**src/rtl/iopt_pkg.sv**
```systemverilog
package iopt_pkg;

   typedef enum logic [1:0] {
      PG_4K  = 2'd0,
      PG_64K = 2'd1,
      PG_1M  = 2'd2,
      PG_16M = 2'd3
   } pg_size_e;

   typedef enum logic [1:0] {
      L1_NONE  = 2'b00,
      L1_TABLE = 2'b01,
      L1_BLOCK = 2'b10,
      L1_RSVD  = 2'b11
   } l1_kind_e;

   typedef enum logic [1:0] {
      S_IDLE  = 2'd0,
      S_WAIT1 = 2'd1,
      S_WAIT2 = 2'd2,
      S_RESP  = 2'd3
   } walk_state_e;

endpackage

```
**src/rtl/iopt_l1_decode.sv**
```systemverilog
module iopt_l1_decode
   import iopt_pkg::*;
#(
   parameter int ADDR_W    = 32,
   parameter int L2_IDX_W  = 8,
   parameter int SMALL_SH  = 12,
   parameter int SECT_SH   = 20,
   parameter int SUPER_SH  = 24,
   parameter int SUPER_BIT = 18
) (
   input  logic [ADDR_W-1:0] desc,
   input  logic [ADDR_W-1:0] va,
   output logic              is_table,
   output logic              leaf_fault,
   output logic [ADDR_W-1:0] leaf_pa,
   output pg_size_e          leaf_size,
   output logic [ADDR_W-1:0] l2_addr
);
   localparam int L2_ALIGN = L2_IDX_W + 2;

   l1_kind_e kind;

   always_comb begin
      kind       = l1_kind_e'(desc[1:0]);
      is_table   = (kind == L1_TABLE);
      leaf_fault = 1'b1;
      leaf_pa    = '0;
      leaf_size  = PG_4K;
      if (kind == L1_BLOCK) begin
         leaf_fault = 1'b0;
         if (desc[SUPER_BIT]) begin
            leaf_size = PG_16M;
            leaf_pa   = {desc[ADDR_W-1:SUPER_SH], va[SUPER_SH-1:0]};
         end else begin
            leaf_size = PG_1M;
            leaf_pa   = {desc[ADDR_W-1:SECT_SH], va[SECT_SH-1:0]};
         end
      end
      l2_addr = {desc[ADDR_W-1:L2_ALIGN], va[SECT_SH-1:SMALL_SH], 2'b00};
   end

endmodule

```
**src/rtl/iopt_l2_decode.sv**
```systemverilog
module iopt_l2_decode
   import iopt_pkg::*;
#(
   parameter int ADDR_W   = 32,
   parameter int SMALL_SH = 12,
   parameter int LARGE_SH = 16
) (
   input  logic [ADDR_W-1:0] desc,
   input  logic [ADDR_W-1:0] va,
   output logic              leaf_fault,
   output logic [ADDR_W-1:0] leaf_pa,
   output pg_size_e          leaf_size
);
   always_comb begin
      leaf_fault = 1'b0;
      leaf_pa    = '0;
      leaf_size  = PG_4K;
      if (desc[1]) begin
         leaf_pa = {desc[ADDR_W-1:SMALL_SH], va[SMALL_SH-1:0]};
      end else if (desc[0]) begin
         leaf_size = PG_64K;
         leaf_pa   = {desc[ADDR_W-1:LARGE_SH], va[LARGE_SH-1:0]};
      end else begin
         leaf_fault = 1'b1;
      end
   end

endmodule

```
**src/rtl/iopt_walker.sv**
```systemverilog
module iopt_walker
   import iopt_pkg::*;
#(
   parameter int ADDR_W    = 32,
   parameter int L1_IDX_W  = 12,
   parameter int L2_IDX_W  = 8,
   parameter int SMALL_SH  = 12,
   parameter int LARGE_SH  = 16,
   parameter int SECT_SH   = 20,
   parameter int SUPER_SH  = 24,
   parameter int SUPER_BIT = 18
) (
   input  logic              clk,
   input  logic              rst_n,
   input  logic              req_valid,
   output logic              req_ready,
   input  logic [ADDR_W-1:0] req_va,
   input  logic [ADDR_W-1:0] tbl_base,
   output logic              mem_rd_en,
   output logic [ADDR_W-1:0] mem_rd_addr,
   input  logic              mem_rd_valid,
   input  logic [ADDR_W-1:0] mem_rd_data,
   output logic              done,
   output logic [ADDR_W-1:0] done_pa,
   output logic [1:0]        done_size,
   output logic              done_fault
);
   localparam int TBL_ALIGN = L1_IDX_W + 2;
   localparam int L2_ALIGN  = L2_IDX_W + 2;

   if (SECT_SH + L1_IDX_W != ADDR_W) begin : g_bad_l1
      $error("first-level index must cover the top address bits");
   end
   if (SECT_SH - SMALL_SH != L2_IDX_W) begin : g_bad_l2
      $error("second-level index must span the 1 MB to 4 KB bits");
   end
   if (!(SMALL_SH < LARGE_SH && LARGE_SH < SECT_SH && SECT_SH < SUPER_SH && SUPER_SH < ADDR_W)) begin : g_bad_order
      $error("page size shifts must be strictly increasing");
   end
   if (SUPER_BIT < 2 || SUPER_BIT >= SECT_SH) begin : g_bad_flag
      $error("16 MB flag must lie between the type field and the frame bits");
   end

   walk_state_e       state_q;
   logic              rd_en_q;
   logic [ADDR_W-1:0] rd_addr_q;
   logic [ADDR_W-1:0] va_q;
   logic [ADDR_W-1:0] pa_q;
   pg_size_e          size_q;
   logic              fault_q;
   logic [1:0]        rd_cnt_q;

   logic              l1_is_table, l1_fault, l2_fault;
   logic [ADDR_W-1:0] l1_pa, l2_pa, l2_addr;
   pg_size_e          l1_size, l2_size;

   iopt_l1_decode #(
      .ADDR_W(ADDR_W), .L2_IDX_W(L2_IDX_W), .SMALL_SH(SMALL_SH),
      .SECT_SH(SECT_SH), .SUPER_SH(SUPER_SH), .SUPER_BIT(SUPER_BIT)
   ) u_l1 (
      .desc(mem_rd_data), .va(va_q), .is_table(l1_is_table),
      .leaf_fault(l1_fault), .leaf_pa(l1_pa), .leaf_size(l1_size),
      .l2_addr(l2_addr)
   );

   iopt_l2_decode #(
      .ADDR_W(ADDR_W), .SMALL_SH(SMALL_SH), .LARGE_SH(LARGE_SH)
   ) u_l2 (
      .desc(mem_rd_data), .va(va_q), .leaf_fault(l2_fault),
      .leaf_pa(l2_pa), .leaf_size(l2_size)
   );

   logic [ADDR_W-1:0] l1_addr;
   assign l1_addr = {tbl_base[ADDR_W-1:TBL_ALIGN], req_va[ADDR_W-1:SECT_SH], 2'b00};

   always_ff @(posedge clk) begin
      if (!rst_n) begin
         state_q   <= S_IDLE;
         rd_en_q   <= 1'b0;
         rd_addr_q <= '0;
         va_q      <= '0;
         pa_q      <= '0;
         size_q    <= PG_4K;
         fault_q   <= 1'b0;
         rd_cnt_q  <= '0;
      end else begin
         rd_en_q <= 1'b0;
         if (rd_en_q) rd_cnt_q <= rd_cnt_q + 2'd1;
         case (state_q)
            S_IDLE: begin
               if (req_valid) begin
                  va_q      <= req_va;
                  rd_addr_q <= l1_addr;
                  rd_en_q   <= 1'b1;
                  rd_cnt_q  <= '0;
                  state_q   <= S_WAIT1;
               end
            end
            S_WAIT1: begin
               if (mem_rd_valid) begin
                  if (l1_is_table) begin
                     rd_addr_q <= l2_addr;
                     rd_en_q   <= 1'b1;
                     state_q   <= S_WAIT2;
                  end else begin
                     pa_q    <= l1_pa;
                     size_q  <= l1_size;
                     fault_q <= l1_fault;
                     state_q <= S_RESP;
                  end
               end
            end
            S_WAIT2: begin
               if (mem_rd_valid) begin
                  pa_q    <= l2_pa;
                  size_q  <= l2_size;
                  fault_q <= l2_fault;
                  state_q <= S_RESP;
               end
            end
            default: state_q <= S_IDLE;
         endcase
      end
   end

   assign req_ready   = (state_q == S_IDLE);
   assign mem_rd_en   = rd_en_q;
   assign mem_rd_addr = rd_addr_q;
   assign done        = (state_q == S_RESP);
   assign done_pa     = pa_q;
   assign done_size   = size_q;
   assign done_fault  = fault_q;

   assert_l1_addr_R2: assert property (@(posedge clk) disable iff (!rst_n)
      (req_valid && req_ready) |=> (mem_rd_en
         && mem_rd_addr[ADDR_W-1:TBL_ALIGN] == $past(tbl_base[ADDR_W-1:TBL_ALIGN])
         && mem_rd_addr[TBL_ALIGN-1:2] == $past(req_va[ADDR_W-1:SECT_SH])
         && mem_rd_addr[1:0] == 2'b00));

   assert_l2_addr_R5: assert property (@(posedge clk) disable iff (!rst_n)
      (state_q == S_WAIT1 && mem_rd_valid && mem_rd_data[1:0] == 2'b01) |=> (mem_rd_en
         && mem_rd_addr[ADDR_W-1:L2_ALIGN] == $past(mem_rd_data[ADDR_W-1:L2_ALIGN])
         && mem_rd_addr[L2_ALIGN-1:2] == $past(va_q[SECT_SH-1:SMALL_SH])));

   assert_rd_pulse_R9: assert property (@(posedge clk) disable iff (!rst_n)
      mem_rd_en |=> !mem_rd_en);

   assert_rd_count_R9: assert property (@(posedge clk) disable iff (!rst_n)
      done |-> (rd_cnt_q == 2'd1 || rd_cnt_q == 2'd2));

   assert_busy_R10: assert property (@(posedge clk) disable iff (!rst_n)
      (req_valid && req_ready) |=> !req_ready);

   assert_done_pulse_R11: assert property (@(posedge clk) disable iff (!rst_n)
      done |=> (!done && req_ready));

   assert_fault_zero_R8: assert property (@(posedge clk) disable iff (!rst_n)
      (done && done_fault) |-> (done_pa == '0 && done_size == 2'd0));

   assert_offset_R6: assert property (@(posedge clk) disable iff (!rst_n)
      (done && !done_fault) |-> (done_pa[SMALL_SH-1:0] == va_q[SMALL_SH-1:0]));

endmodule

```
**config.mk**
```make
export PLATFORM = sky130hd
export DESIGN_NAME = iopt_walker
export DESIGN_NICKNAME = d
export VERILOG_FILES = /design/src/rtl/iopt_pkg.sv /design/src/rtl/iopt_l1_decode.sv /design/src/rtl/iopt_l2_decode.sv /design/src/rtl/iopt_walker.sv
export SDC_FILE = /design/constraint.sdc
export NUM_CORES = 1
export LEC_CHECK = 0
export ABC_AREA = 1
export BUFFER_PORTS_ARGS = -buffer_cell sky130_fd_sc_hd__buf_2
export CORE_MARGIN = 5
export CORE_UTILIZATION = 53
export CTS_CLUSTER_SIZE = 28
export DETAILED_ROUTE_END_ITERATION = 8
export GPL_TIMING_DRIVEN = 1
export PLACE_DENSITY = 0.95
export SLEW_MARGIN = 20
export SYNTH_ARGS = -nofsm -noshare
export SYNTH_HDL_FRONTEND = slang
export SYNTH_SLANG_ARGS = --single-unit
```
**constraint.sdc**
```tcl
create_clock -name clk -period 4.35 [get_ports clk]
set_input_delay 0.435 -clock clk [delete_from_list [all_inputs] [get_ports clk]]
set_output_delay 0.435 -clock clk [all_outputs]
set_load 0.01 [all_outputs]
```
---- Word level (Yosys, flattened, before mapping) ----
Cells that the tools add are included.
operators by class
  equal/unequal tests ..................... 10
  multiplexer cells ....................... 36
  reductions and logical operators ........ 7
operators by type and width
  kind                count
  $mux 32             9
  $pmux 32 s2         2
  $mux 24             1
  $mux 2              8
  $mux 1              12
  $ne 2x2->1 const B  5
  $reduce_and 4->1    2
  $eq 2x2->1 const B  3
  $pmux 2 s3          1
  $eq 2x1->1 const B  2
  $pmux 1 s2          2
  $pmux 2 s2          1
  $reduce_bool 2->1   2
  $reduce_and 3->1    1
  $logic_not 2->1     1
  $reduce_and 2->1    1
storage, ports and cells
  register bits after elaboration ......... 94
  output and inout bits ................... 70
  logic and storage cells ................. 60

---- Depth between registers and ports, before layout ----
Gate-level depths: netlist of the first run.
  depth after elaboration ................. 5
  mapped depth ............................ 11

---- Cells and area by module ----
Synthesis of the first run repeated with hierarchy kept, for this count alone.
unflattened totals
  cells, all modules ...................... 954
  area, all modules ....................... 5830.6 µm²
modules (own cells, without submodules)
  module          times used  cells an instance  area each (µm²)  sequential area each (µm²)
  iopt_walker     1           767                4792.1           2042.0
  iopt_l1_decode  1           110                638.1            0.0
  iopt_l2_decode  1           77                 400.4            0.0

---- Worst setup path after synthesis of the first run ----
No wires, ideal clock.
  kind .................................... register to register
  from .................................... register state_q[0]
  to ...................................... register pa_q[17] (netlist: done_pa[17])
  setup time .............................. 0.113 ns
  data arrival time ....................... 1.564 ns
  required time ........................... 4.237 ns
  setup slack ............................. 2.673 ns
  stages on the path, launching flop included .. 9
  clock period less this slack ............ 1.677 ns
  cell sequence ........................... dfxtp_1 inv_1 ha_1 o21ai_2 nand3_1 buf_4 buf_2 nor2_1 nor2_1
between the ends
  longest elaborated chain between the ends .. 3
  elaborated cells between the ends (all ways) .. 8
RTL lines
  item                                                                     line                text
  start, declared                                                          iopt_walker.sv:44   walk_state_e state_q;
  start signal, assigned                                                   iopt_walker.sv:78   state_q <= S_IDLE;
  start signal, assigned                                                   iopt_walker.sv:96   state_q <= S_WAIT1;
  start signal, assigned                                                   iopt_walker.sv:104  state_q <= S_WAIT2;
  $eq 2x1->1 / $eq 2x2->1 (equally long branches)                          iopt_walker.sv:89   case (state_q)
  $ne 2x2->1 (no source line) / $reduce_bool 2->1 (equally long branches)  n/a
  $reduce_and 4->1 (no source line)                                        n/a
  end signal, assigned                                                     iopt_walker.sv:106  pa_q <= l1_pa;
  end signal, assigned                                                     iopt_walker.sv:115  pa_q <= l2_pa;
  end, declared                                                            iopt_walker.sv:48   logic [ADDR_W-1:0] pa_q;
Parallel ways exist; a longest one is shown, timed or not.
A chain may end at the register's enable or synchronous reset.

---- Final worst setup path of the first run ----
  from .................................... register state_q[1]
  to ...................................... register pa_q[18] (netlist: done_pa[18])
Same word-level chain as after synthesis.

==> run_results.csv, run 1 <==
group,metric,value,unit
worst_setup_path,reg2reg_depth,9,
yosys,syn_area_per_cell,6.426,µm²
cells_and_area,areaGrowthSynthToFinish,19.36,%
routing,antenna_left,0,
grt,overflow,0,
sta,hold_viol_final,0,
sta,setup_viol_count_final,0,
grt,antenna_found_initial,0,
sta,fin_crit,3.030,ns
routing,wire_per_inst,13.09,µm
clocking,clkLatencyLatePin,0.36,ns
yosys,synth.top_cell.area_share,40.25,%
cells_and_area,post-route-util,65.81,%
die,rows,33,
clocking,cts_resized,0,
cells_and_area,instances_no_fill,938,
die,core_area,8299,µm²
sta,worst_slack,1.320,ns
power,peakVddDrop,0.0004433,V
worst_hold_path,hp-class,"primary input to flop",
job,maxCapViolations,0,
cells_and_area,antennaDiodeCount,0,
routing,drc,0,
sta,slew_violations,0,
die,die_w,102.9,µm
routing,first_pass_iters,5,
clocking,clockBufferDepth,2,
sta,tightest_slew,1.037,ns
cells_and_area,drive_gt1_share,20.53,%
clocking,cts_made_buffers,9,
placement,port_buffers,145,
clocking,cts_sinks,92,
sta,rsz0062_at_grt,"no",
worst_setup_path,cp_slowest_cell,"o21ai_2",
worst_setup_path,criticalPathCategory,"flop to flop",
grt,first_global_vias,4158,
yosys,synthCells,712,
worst_hold_path,min_to,"va_q[11]",
worst_hold_path,min_from,"req_va[11]",
placement,hpwl,8.807,mm
worst_hold_path,worstHoldPathCells,3,
sta,tns,0,ns
placement,placed_cells,922,
worst_setup_path,r2r_start,"state_q[1]",
cells_and_area,finalNetCount,936,
clocking,clk_pin_slew,0.10,ns
yosys,synth_top_cell_by_area,"dfxtp_1",
die,dieArea,10590,µm²
placement,dp_slack,1.420,ns
run_status,status,"finished clean",
yosys,synthTopCellsByArea,"dfxtp_1 40%, nand2_1 16%, nor2_1 11%",
power,power_density,720.7,nW/µm²
sta,fin_crit_sh,69.66,%
worst_setup_path,worstPathArrival,3.33,ns
clocking,cts_tree,"yes",
worst_setup_path,cp_max_fo,38,
die,die_y,102.9,µm
routing,viasPerCell,5.009,
sta,slew-limit-headroom,30.60,%
worst_setup_path,rrSetupSlack,1.32,ns
worst_setup_path,max_stage_delay,0.66,ns
die,ios,170,
clocking,cts_setup_buffers,0,
sta,fmax,0.3300,GHz
routing,via_count,4698,
yosys,yosysWarnings,0,
yosys,synth_area,4576,µm²
yosys,synth_seq_area_share,40.25,%
grt,grt_pass1_wl,19.09,mm
routing,drt-initial-drc-count,375,
worst_setup_path,worstPathRequired,4.65,ns
yosys,ys_ff_latch,92,
clocking,postCtsHoldBufs,0,
worst_setup_path,reg2reg_to,"done_pa[18]",
worst_setup_path,critPathCaptureType,"flop",
die,initial_utilization,55.13,%
grt,grt_usage,22.65,%
worst_setup_path,crit_path_start_kind,"flop",
clocking,htreeDepth,3,
power,p_leak,2.835,nW
sta,skew,0.01304,ns
worst_setup_path,cp_cell_sequence,"inv_1 > ha_1 > buf_4 > o21ai_2 > nand3_2 > buf_4 > nand2_1 > nand2_1 > nor2_1",
routing,drt-total-wl,12.27,mm
grt,grt_max_degree,61,
placement,routabilityCongestion,0.8697,
yosys,synth_cell_type_count,24,
clocking,root_buffer,"clkbuf_8",
## critical path, delay by kind of cell (launching register included)
kind                       cells  cell delay, ns
and+or+nand+nor                4            0.85
buffers and inverters          3            0.80
AOI/OAI and AO/OA              1            0.66
DFF                            1            0.45
adders and majority gates      1            0.20
## how the worst max path moves through the flow
stage / cells past startpoint / endpoint / from
detailed placement: 9 / done_pa[18] / state_q[1]
global placement: 9 / done_pa[14] / state_q[1]
CTS: 9 / done_pa[14] / state_q[1]
global route: 9 / done_pa[16] / state_q[1]
floorplan: 8 / done_pa[17] / state_q[0]
finish: 9 / done_pa[18] / state_q[1]
## synthesized netlist by cell type, drive strengths merged
cell / count
and2: 27
inv: 61
nand2: 194
o21ai: 34
a21oi: 53
clkbuf: 19
ha: 8
nand4: 1
clkinv: 1
o21a: 3
buf: 26
nand3: 61
dfxtp: 92
a21boi: 1
nor2: 130
conb: 1
## layout make-up
class	instances	area (µm²)
clock buffer	10	127.6
clock inverter	6	88.84
fill	768	2838
inverter	62	232.7
multi-input combinational	514	2283
sequential	92	1842
tap	105	131.4
timing repair buffer	149	755.7
## per-layer routing
layer  up-vias  wire length [µm]  GRT usage [%]
met1      2075              5240          29.19
met2       166              5635          36.41
met5         -                 0              0
met3        28              1027          6.089
met4         0               370          8.367
li1       2429                 -              -
## sequential cells by signal (all words and copies together) (netlist names)
register,count
done_fault,1
done_pa,32
done_size,2
mem_rd_addr,30
mem_rd_en,1
state_q,2
va_q,24
## layout by cell type, fill, tap and decap left out, drive strengths merged
master    count
nand2       194
buf         149
nor2        130
dfxtp        92
nand3        61
inv          61
a21oi        53
o21ai        34
and2         27
clkbuf       10
ha            8
o21a          3
clkinv        3
conb          2
clkinvlp      2
bufinv        2
a21boi        1
nand4         1
## power by group
| group | internal, mW | switching, mW | total [mW] |
|---|---|---|---|
| registers | 1.18 | 0.165 | 1.34 |
| clock network | 0.324 | 0.312 | 0.636 |
| logic | 0.707 | 1.25 | 1.96 |
| total | 2.21 | 1.73 | 3.94 |
## cell families after synthesis
group	share of synthesized area, %
other	0.08196
flip-flops	40.25
AO/OA/AOI/OAI	10.25
adder cells (fa/ha/maj)	2.188
AND/OR/NAND/NOR	37.19
buffers and inverters	10.04
## per-stage QoR
step	hold WS, ns	area, µm²	total power [mW]
2_1_floorplan	0.4300	4579	2.796
3_3_place_gp	0.4407	5245	3.258
3_5_place_dp	0.4479	5245	3.312
4_1_cts	0.3224	5461	3.946
5_1_grt	0.3240	5461	4.290
6_report	0.3270	5461	3.936
(Power assumes the default switching activity.)
==> inputs of run 2 (changes only) <==
CORE_UTILIZATION = 45   (was 53)
PLACE_DENSITY = 0.89   (was 0.95)
clock period = 2.5 ns   (was 4.35 ns; I/O delays follow)
==> run 2 against run 1 <==
Net effect:
- die area grew 16%
- worst hold slack worse by 0.18 ns
- design area grew 2.8%
- fmax rose by 48%
- utilization is 8.9 points lower
- cell count grew 4.1%
- clock power increased by 82%
- register-to-register slack worse by 0.87 ns
- critical endpoint is now done_pa[26]
- largest power group unchanged
==> run_results.csv, run 2 (synthesis results as in run 1) <==
group,metric,value,unit
sta,slew-limit-headroom,65.62,%
cells_and_area,antennaDiodeCount,0,
routing,drt-initial-drc-count,541,
clocking,postCtsHoldBufs,0,
sta,fin_crit_sh,81.93,%
sta,hold_viol_final,0,
placement,placed_cells,960,
worst_setup_path,worstPathArrival,2.31,ns
worst_setup_path,cp_slowest_cell,"ha_1",
cells_and_area,final_cell_mix,"192 x nand2_1, 145 x buf_2, 130 x nor2_1, 92 x dfxtp_1, 60 x nand3_1",
routing,wire_per_inst,12.98,µm
worst_setup_path,rrSetupSlack,0.45,ns
die,initial_utilization,46.39,%
worst_setup_path,reg2reg_depth,8,
worst_setup_path,cp_num_cells,8,
routing,drc,0,
sta,worst_slack,0.4518,ns
routing,drt-total-wl,12.67,mm
sta,setup_viol_count_final,0,
power,peakVddDrop,0.0005973,V
die,dieArea,12280,µm²
run_status,status,"finished clean",
grt,grt_usage,20.00,%
grt,overflow,0,
cells_and_area,largest_reg_flops,32,
worst_setup_path,crit_buf_inv,3,
sta,tns,0,ns
worst_setup_path,max_stage_delay,0.42,ns
worst_setup_path,cp_max_fo,21,
cells_and_area,areaGrowthSynthToFinish,22.72,%
clocking,clkLatencyLatePin,0.36,ns
job,maxCapViolations,0,
sta,rsz0062_at_grt,"no",
worst_hold_path,hp-class,"primary input to flop",
worst_setup_path,worstPathRequired,2.76,ns
sta,skew,0.01080,ns
clocking,root_buffer,"clkbuf_8",
power,p_leak,2.902,nW
routing,viasPerCell,4.857,
grt,grt_max_degree,61,
die,die_y,110.8,µm
cells_and_area,finalNetCount,946,
clocking,cts_resized,0,
die,ios,170,
placement,port_buffers,145,
grt,grt_pass1_wl,20.71,mm
worst_setup_path,criticalPathCategory,"flop to flop",
cells_and_area,drive_gt1_share,21.59,%
worst_setup_path,r2r_start,"state_q[1]",
placement,hpwl,9.311,mm
worst_setup_path,cp_cell_sequence,"inv_1 > ha_1 > o21ai_2 > nand3_2 > buf_4 > clkinv_1 > nor2_1 > nor2_1",
placement,dp_slack,0.4607,ns
worst_setup_path,worst_path_most_repeated_cell,"nor2_1",
placement,routabilityCongestion,0.9013,
clocking,htreeDepth,3,
power,power_density,1257,nW/µm²
sta,fmax,0.4882,GHz
clocking,cts_sinks,92,
routing,via_count,4740,
die,rows,36,
worst_setup_path,cp_top_family,"buffers and inverters",
sta,slew_violations,0,
clocking,cts_setup_buffers,0,
power,p_total,7.057,mW
clocking,clk_pin_slew,0.10,ns
routing,first_pass_iters,7,
grt,first_global_vias,4287,
grt,antenna_found_initial,2,
sta,fin_crit,2.048,ns
worst_setup_path,critPathCaptureType,"flop",
clocking,cts_tree,"yes",
worst_setup_path,crit_path_start_kind,"flop",
sta,tightest_slew,0.5144,ns
cells_and_area,instances_no_fill,976,
worst_setup_path,reg2reg_to,"done_pa[26]",
cells_and_area,post-route-util,56.93,%
worst_setup_path,crit_start,"state_q[1]",
die,core_area,9864,µm²
die,die_w,110.8,µm
worst_setup_path,cp-endpoint,"done_pa[26]",
clocking,clockBufferDepth,2,
routing,antenna_left,0,
cells_and_area,layout_commonest_cell,"nand2_1",
clocking,cts_made_buffers,9,
-- run 2: changes by cell type in the layout (fill, tap and decap cells not counted) --
cell	change
buf_12	+2
buf_4	+8
clkbuf_1	-1
clkbuf_8	+2
clkinv_2	-1
-- run 2: per-layer routing --
| layer | share of wire, % | global-route usage, % | vias up |
|---|---|---|---|
| met1 | 45 | 26.24 | 2104 |
| met2 | 46 | 32.08 | 159 |
| li1 | - | - | 2448 |
| met3 | 7.8 | 5.786 | 25 |
| met4 | 1.5 | 5.583 | 4 |
| met5 | 0.17 | 0 | - |
-- run 2: worst min path at each step --
stage          startpoint       end  cells after the start
2_1_floorplan  req_va[20]  va_q[20]                      2
3_3_place_gp      va_q[6]   va_q[6]                      2
3_5_place_dp      va_q[1]   va_q[1]                      2
4_1_cts        req_va[11]  va_q[11]                      3
5_1_grt         req_va[8]   va_q[8]                      3
6_report       req_va[11]  va_q[11]                      3
-- run 2: worst reg2reg max path, delay by kind of cell (launching register included) --
| kind | cells | cell delay (ns) |
|---|---|---|
| adder cells (fa/ha/maj) | 1 | 0.42 |
| buffers and inverters | 3 | 0.70 |
| AND/OR/NAND/NOR | 3 | 0.34 |
| AO/OA/AOI/OAI | 1 | 0.13 |
| flip-flops | 1 | 0.37 |
-- run 2: per-stage QoR --
| step | hold WS (ns) | cell area, µm² |
|---|---|---|
| finish | 0.1454 | 5615 |
| global route | 0.1432 | 5615 |
| CTS | 0.1333 | 5615 |
| detailed placement | 0.4445 | 5380 |
| global placement | 0.4394 | 5380 |
| floorplan | 0.3994 | 4579 |
-- run 2: area by class of cell --
class	instances	area, µm²
clock buffers	11	151.4
clock inverters	5	83.83
fillers	963	4249
inverters	62	232.7
multi-input cells	514	2283
flip-flops and latches	92	1842
well taps	133	166.4
repair buffers	159	855.8
-- run 2: power by group --
part | total, mW | switching, mW | internal [mW]
registers | 2.32 | 0.272 | 2.05
clock network | 1.16 | 0.536 | 0.620
logic | 3.58 | 2.23 | 1.35
total | 7.06 | 3.04 | 4.01
==> inputs of run 3 (changes only) <==
clock period = 1.6 ns   (was 2.5 ns; I/O delays follow)
==> run 3 against run 2 <==
Net effect:
- clock-buffer cell count shrank 2
- non-clock buffer count grew 18
- design area grew 6.1%
- total power grew 67%
- clock skew is essentially flat
- setup slack lost 0.37 ns
- register-to-register slack lost 0.37 ns
- critical endpoint is now done_pa[21]
- largest cell class unchanged
==> run_results.csv, run 3 (synthesis results as in run 1) <==
group,metric,value,unit
die,rows,36,
clocking,cts_sinks,92,
worst_setup_path,criticalPathCategory,"flop to flop",
worst_setup_path,worstPathRequired,1.86,ns
worst_hold_path,worstHoldPathCells,3,
sta,rsz0062_at_grt,"yes",
run_status,status,"finished clean",
routing,drt-total-wl,13.16,mm
clocking,cts_tree,"yes",
worst_hold_path,hp-class,"primary input to flop",
routing,drc,0,
power,power_density,1980,nW/µm²
grt,first_global_vias,4301,
worst_setup_path,reg2reg_depth,6,
cells_and_area,largest_reg_flops,32,
worst_setup_path,cp_top_family,"flip-flops",
sta,hold_viol_final,0,
placement,port_buffers,145,
die,ios,170,
cells_and_area,drive_gt1_share,24.88,%
cells_and_area,post-route-util,60.43,%
worst_setup_path,worst_path_most_repeated_cell,"nor2_1",
routing,drt-initial-drc-count,433,
grt,grt_usage,19.65,%
worst_setup_path,max_stage_delay,0.38,ns
cells_and_area,final_cell_mix,"188 x nand2_1, 145 x buf_2, 130 x nor2_1, 90 x dfxtp_1, 60 x nand3_1",
sta,fin_crit,1.519,ns
sta,skew,0.01077,ns
sta,slew_violations,0,
cells_and_area,finalNetCount,964,
routing,antenna_left,0,
worst_setup_path,rrSetupSlack,0.08,ns
clocking,htreeDepth,3,
worst_hold_path,min_to,"va_q[10]",
placement,routabilityCongestion,0.8711,
cells_and_area,layout_commonest_cell,"nand2_1",
placement,hpwl,9.445,mm
clocking,clockBufferDepth,2,
grt,antenna_found_initial,4,
routing,wire_per_inst,13.24,µm
cells_and_area,areaGrowthSynthToFinish,30.27,%
sta,tns,0,ns
worst_setup_path,cp_slowest_cell,"dfxtp_4",
sta,fin_crit_sh,94.94,%
grt,grt_max_degree,43,
worst_setup_path,crit_buf_inv,1,
worst_setup_path,cp_num_cells,6,
worst_setup_path,crit_path_start_kind,"flop",
worst_hold_path,min_from,"req_va[10]",
clocking,clkLatencyLatePin,0.36,ns
clocking,clk_pin_slew,0.10,ns
die,initial_utilization,46.39,%
clocking,postCtsHoldBufs,0,
die,dieArea,12280,µm²
power,p_leak,3.045,nW
worst_setup_path,critPathCaptureType,"flop",
worst_setup_path,r2r_start,"state_q[0]",
sta,setup_viol_count_final,0,
job,maxCapViolations,0,
sta,fmax,0.6583,GHz
grt,overflow,0,
clocking,cts_made_buffers,9,
worst_setup_path,worstPathArrival,1.78,ns
routing,first_pass_iters,7,
worst_setup_path,cp_max_fo,15,
die,core_area,9864,µm²
power,peakVddDrop,0.0008683,V
die,die_w,110.8,µm
grt,grt_pass1_wl,20.27,mm
worst_setup_path,cp_cell_sequence,"ha_2 > o21ai_4 > nand3_4 > clkbuf_16 > nor2_1 > nor2_1",
worst_setup_path,reg2reg_to,"done_pa[21]",
clocking,root_buffer,"clkbuf_8",
routing,viasPerCell,4.801,
routing,via_count,4772,
die,die_y,110.8,µm
## run 3: cell types whose count changed in the layout (fill, tap and decap cells not counted), sizes merged
| cell | previous run | this run |
|---|---|---|
| clkinvlp | 2 | 1 |
| buf | 159 | 175 |
| inv | 61 | 64 |
| clkinv | 2 | 1 |
| diode | 0 | 1 |
## run 3: how the worst max path moves through the flow
stage | startpoint | to | slack, ns
after floorplan | state_q[0] | done_pa[17] | 0.02
after global placement | state_q[1] | done_pa[11] | 0.008
after detailed placement | state_q[0] | mem_rd_addr[30] | -0.05
after CTS | state_q[0] | done_pa[18] | 0.02
after global routing | state_q[1] | mem_rd_addr[23] | -0.02
final | state_q[0] | done_pa[21] | 0.08
## run 3: power by group
group          switching (mW)  internal (mW)
sequential              0.448           3.21
combinational            3.70           2.71
clock                   0.848          0.892
total                    5.00           6.80
## run 3: tightest hold or removal path, stage by stage
cell and delay [ns]:
buf_2 0.07, o21ai_0 0.07, nor2_1 0.07
## run 3: repair_timing
item	4_1_cts	5_1_grt
cloned	0	2
pin swaps	0	3
setup endpoints to repair	40	70
setup buffers	0	3
gates resized for setup	2	22
## run 3: cell type report
| type | instances | area, µm² |
|---|---|---|
| Sequential cell | 92 | 1847 |
| Clock buffer | 9 | 123.9 |
| Fill cell | 904 | 3904 |
| Clock inverter | 6 | 95.09 |
| Inverter | 62 | 241.5 |
| Antenna cell | 1 | 2.502 |
| Multi-Input combinational cell | 514 | 2360 |
| Tap cell | 133 | 166.4 |
| Timing Repair Buffer | 177 | 1125 |
## run 3: stage by stage
| step | instances | hold slack, ns | cell area (µm²) | total power [mW] | setup WS [ns] |
|---|---|---|---|---|---|
| finish | 994 | 0.05084 | 5961 | 11.80 | 0.08091 |
| global route | 994 | 0.04500 | 5961 | 12.81 | -0.01605 |
| CTS | 988 | 0.03610 | 5787 | 11.42 | 0.01855 |
| detailed placement | 973 | 0.4197 | 5564 | 9.639 | -0.04901 |
| global placement | 973 | 0.4092 | 5564 | 9.501 | 0.008478 |
| floorplan | 713 | 0.3094 | 4598 | 7.656 | 0.01548 |
## run 3: routing by layer
layer / part of all wire [%] / GRT usage, % / vias up
met5: 0.20 / 0 / -
met3: 8.0 / 6.496 / 25
met2: 47 / 32.52 / 163
met4: 1.7 / 5.090 / 6
met1: 43 / 24.61 / 2086
li1: - / - / 2492
